$ cat config.mk
export PLATFORM = sky130hd
export DESIGN_NAME = cf_updater
export DESIGN_NICKNAME = d
export VERILOG_FILES = /design/src/rtl/cf_updater.sv
export SDC_FILE = /design/constraint.sdc
export NUM_CORES = 1
export LEC_CHECK = 0
export BUFFER_PORTS_ARGS = -buffer_cell sky130_fd_sc_hd__buf_2
export CORE_UTILIZATION = 50
export CTS_BUF_LIST = sky130_fd_sc_hd__clkbuf_4
export DETAILED_ROUTE_END_ITERATION = 8
export PLACE_DENSITY = 0.8
export SLEW_MARGIN = 20
export SYNTH_ARGS = -nofsm -noshare
export SYNTH_HDL_FRONTEND = slang
export SYNTH_SLANG_ARGS = --single-unit
$ cat constraint.sdc
create_clock -name clk -period 13.8 [get_ports clk]
set_input_delay 0 -clock clk [delete_from_list [all_inputs] [get_ports clk]]
set_output_delay 0 -clock clk [all_outputs]
set_load 0.01 [all_outputs]
$ cat src/rtl/cf_updater.sv
module cf_updater #(
  parameter int TS_W  = 48,
  parameter int ADJ_W = 20,
  parameter int CF_W  = 64,
  parameter int SHIFT = 8
) (
  input  logic            clk,
  input  logic            rst_n,
  input  logic            in_valid,
  input  logic            step_en,
  input  logic [1:0]      ovf_mode,
  input  logic [CF_W-1:0] cf_in,
  input  logic [TS_W-1:0] ts_ingress,
  input  logic [TS_W-1:0] ts_egress,
  input  logic [ADJ_W-1:0] lat_adj,
  output logic            out_valid,
  output logic [CF_W-1:0] cf_out
);
  localparam logic [CF_W-1:0] MAX_POS  = {1'b0, {(CF_W-1){1'b1}}};
  localparam logic [CF_W-1:0] MIN_NEG  = {1'b1, {(CF_W-1){1'b0}}};
  localparam logic [CF_W-1:0] LOW_MASK = {{(CF_W-SHIFT){1'b1}}, {SHIFT{1'b0}}};

  logic [TS_W:0]   resid;
  logic [CF_W-1:0] res_ext, adj_ext, delta, cf_op, sum, nxt;
  logic            hint_mode, ovf;

  assign resid     = {1'b0, ts_egress} - {1'b0, ts_ingress};
  assign res_ext   = {{(CF_W-TS_W-1){resid[TS_W]}}, resid};
  assign adj_ext   = {{(CF_W-ADJ_W){lat_adj[ADJ_W-1]}}, lat_adj};
  assign delta     = (res_ext + adj_ext) << SHIFT;
  assign hint_mode = (ovf_mode == 2'b10);
  assign cf_op     = hint_mode ? (cf_in & LOW_MASK) : cf_in;
  assign sum       = cf_op + delta;
  assign ovf       = (cf_op[CF_W-1] == delta[CF_W-1]) && (sum[CF_W-1] != cf_op[CF_W-1]);

  always_comb begin
    nxt = sum;
    if (!step_en) begin
      nxt = cf_in;
    end else begin
      case (ovf_mode)
        2'b01:   if (ovf) nxt = cf_op[CF_W-1] ? MIN_NEG : MAX_POS;
        2'b10: begin
          if (ovf && !cf_in[0]) nxt = cf_in[1] ? MIN_NEG : MAX_POS;
          nxt = nxt & LOW_MASK;
        end
        default: nxt = sum;
      endcase
    end
  end

  always_ff @(posedge clk) begin
    if (!rst_n) begin
      out_valid <= 1'b0;
      cf_out    <= '0;
    end else begin
      out_valid <= in_valid;
      if (in_valid) cf_out <= nxt;
    end
  end
endmodule

==> summary.md <==
| Metric | Value |
|---|---|
| Status | finished, final reports clean |
| CP Launch Type | input pin |
| DRC | 0 |
| Hold Fails Final Rpt | 0 |
| Post-synth ARST share | 0% |
| Post-Route WL | 35.8 mm |
| Post-DP HPWL | 28.7 mm |
| Skew-Pair Late Insertion Delay | 0.44 ns |
| Leak | 6.55 nW |
| First-pass iteration count of the detailed router | 5 |
| Syn Std Cell Area | 11,500 µm² |
| Tightest Pin Transition | 1.02 ns |
| Iter 0 DRT Violations | 856 |
| Synth area leaders | ha_1 (17%), dfxtp_1 (11%), a21oi_1 (7.1%), xnor2_1 (6.9%), a21o_1 (4.9%) |
| R2r setup slk | 12.94 ns |
| Most common cell in the synthesized netlist | a21oi_1 |
| Commonest cells post-synth | a21oi_1 (163), ha_1 (154), nor2_1 (142) |
| Crit-path max cell delay | 0.81 ns |
| Antenna cells | 0 |
| Post-Syn Instances | 1,623 |
| Synth Warn # | 0 |
| Type of the worst setup path | input pin to flip-flop |
| Routed len/inst | 16.4 µm |
| Vias per cell | 5.98 |
| CP Capture Type | flip-flop |
| Post-synth EDFFs | 0 |
| Distinct cells, synth | 86 |
| Post-CTS sizing | 0 |
| Crit-path leading delay family | compound AO/OA/AOI/OAI gates |
| Die ar. | 23,700 µm² |
| Arr. time, crit path | 8.86 ns |
| Total setup buffers inserted after CTS | 0 |
| Total power divided by cell area | 156 nW/µm² |
| GP Congestion | 0.966 |
| CP max stage cell | o21ai_1 |
| Clk_skew | 0 ns |
| Main synth FF type | dfxtp_1 |
| Die W | 154 µm |
| Maximum vdd drop | 0.0000715 V |
| Nets@finish | 2,233 |
| Clock Pin Slew Worst Setup and Hold Paths | 0.11 ns |
| Initial antenna violation count | 0 |
| TritonCTS buffer count | 9 |
| Syn Nets | 1,966 |
| CTS tree | yes |
| Syn-to-layout area delta | 18.7% |
| WHS | 0.0339 ns |
| Vias in the first global route | 12,100 |
| Std cell rows | 55 |
| Yosys top cell by area | ha_1 |
| #FFs+latches synth | 65 |
| Slew Limit Fails | 0 |
| Gr usage total | 29.6% |
| Fin crit period | 8.49 ns |
| IO Pins | 251 |
| Layout cell share with drive strength beyond 1 | 15.9% |
| Cts hold-fix bufs | 60 |
| Critical Path RT | 14.17 ns |
| Post-synth top area share | 16.7% |
| Final period util | 61.5% |
| Highest clock rate | 118 MHz |
| Core ar. | 22,600 µm² |
| Crit path max fanout | 30 |
| Port-buffer cells | 250 |
| Vias | 13,000 |
| CTS Sinks | 65 |
| Die H | 154 µm |
| Largest net degree at the start of global routing | 57 |
| Fin Setup TNS | 0 ns |
| Total global routing overflow | 0 |
| Initial cell density of the core | 51.0% |
| Seq/Total Area, Yosys | 11.3% |
| First-pass GRT wire length | 58.4 mm |
| RSZ-0062 raised after global routing | false |
| MaxCap Viol Count | 0 |
| Worst Path Buf+Inv | 3 |
| Max Root-Sink Buffers | 2 |
| H-Tree Depth | 3 |
| Mean area per synthesized cell | 7.11 µm² |
| Worst hold-check path type | input pin to flip-flop |
| Final ANT Viol Nets | 0 |
| Relative slew slack | 31.6% |
| CTS root buf | clkbuf_4 |
| Final setup fails | 0 |
-- kinds of logic (layout without fill, tap and decap cells) --
| family | after synthesis | after routing | share of synthesized area [%] |
|---|---|---|---|
| XOR/XNOR | 133 | 133 | 10.1 |
| multiplexers | 5 | 5 | 0.499 |
| AND/OR/NAND/NOR | 461 | 461 | 19.5 |
| AO/OA/AOI/OAI | 640 | 640 | 36.0 |
| buffers and inverters | 162 | 434 | 5.44 |
| adder cells (fa/ha/maj) | 157 | 157 | 17.2 |
| flip-flops | 65 | 65 | 11.3 |
-- power by group --
part           total (mW)  switching, mW  internal [mW]  leakage (nW)
combinational        1.77           1.05          0.712          5.95
clock               0.137         0.0807         0.0559        0.0698
sequential          0.238         0.0179          0.220         0.537
-- area by class of cell --
| type | count | area, µm² |
|---|---|---|
| clock buffers | 10 | 75.1 |
| inverters | 104 | 390 |
| fillers | 2096 | 8950 |
| well taps | 285 | 357 |
| flip-flops and latches | 65 | 1300 |
| multi-input cells | 1396 | 9630 |
| repair buffers | 314 | 1880 |
| clock inverters | 6 | 58.8 |
-- sequential cells by signal, indices dropped and copies added, names as in the netlist --
name and flops:
cf_out 64, out_valid 1
-- layer usage --
metal,global-route usage (%),share of wire (%),up-vias
li1,-,-,6529
met1,39.3,46,5945
met2,48.6,45,492
met3,4.48,6.6,68
met4,9.81,2.9,0
met5,0,0,-
-- final timing paths --
check                              startpoint    endpoint  depth (start not counted)
worst max-delay path            ts_ingress[0]  cf_out[42]                         30
worst min-delay path                 cf_in[9]   cf_out[9]                          5
worst max register to register     cf_out[61]  cf_out[61]                          3
worst min register to register     cf_out[51]  cf_out[51]                          2
-- tightest hold or removal path, delay by kind of cell --
family	cells	cell delay, ns
AO/OA/AOI/OAI	2	0.21
buffers and inverters	2	0.15
AND/OR/NAND/NOR	1	0.09
-- through the flow --
step / std cells / area (µm²) / worst slack [ns] / utilization (%) / power [mW]
2_1_floorplan: 1623 / 11500 / 6.88 / - / 1.55
3_3_place_gp: 2104 / 13000 / 5.29 / 57.2 / 1.95
3_5_place_dp: 2104 / 13000 / 4.96 / 57.2 / 1.96
4_1_cts: 2180 / 13700 / 5.45 / 60.5 / 2.12
5_1_grt: 2180 / 13700 / 4.73 / 60.5 / 2.33
6_report: 2180 / 13700 / 5.31 / 60.5 / 2.14
-- cells in the final DEF, fill, tap and decap left out, types with 19 or more instances in the layout --
| cell | count |
|---|---|
| buf_2 | 250 |
| a21oi_1 | 163 |
| ha_1 | 154 |
| nor2_1 | 141 |
| o21ai_0 | 108 |
| inv_1 | 103 |
| nand2_1 | 101 |
| xnor2_1 | 91 |
| a21o_1 | 76 |
| dfxtp_1 | 65 |
| dlygate4sd3_1 | 60 |
| o21ai_1 | 50 |
| xor2_1 | 42 |
| nand3_1 | 40 |
| nand2b_1 | 33 |
| a31oi_1 | 32 |
| a22oi_1 | 32 |
| o21bai_1 | 31 |
| o21a_1 | 30 |
| nand4_1 | 28 |
| nor3_1 | 26 |
| and3_1 | 25 |
| nor2b_1 | 19 |
(Power assumes the default switching activity.)
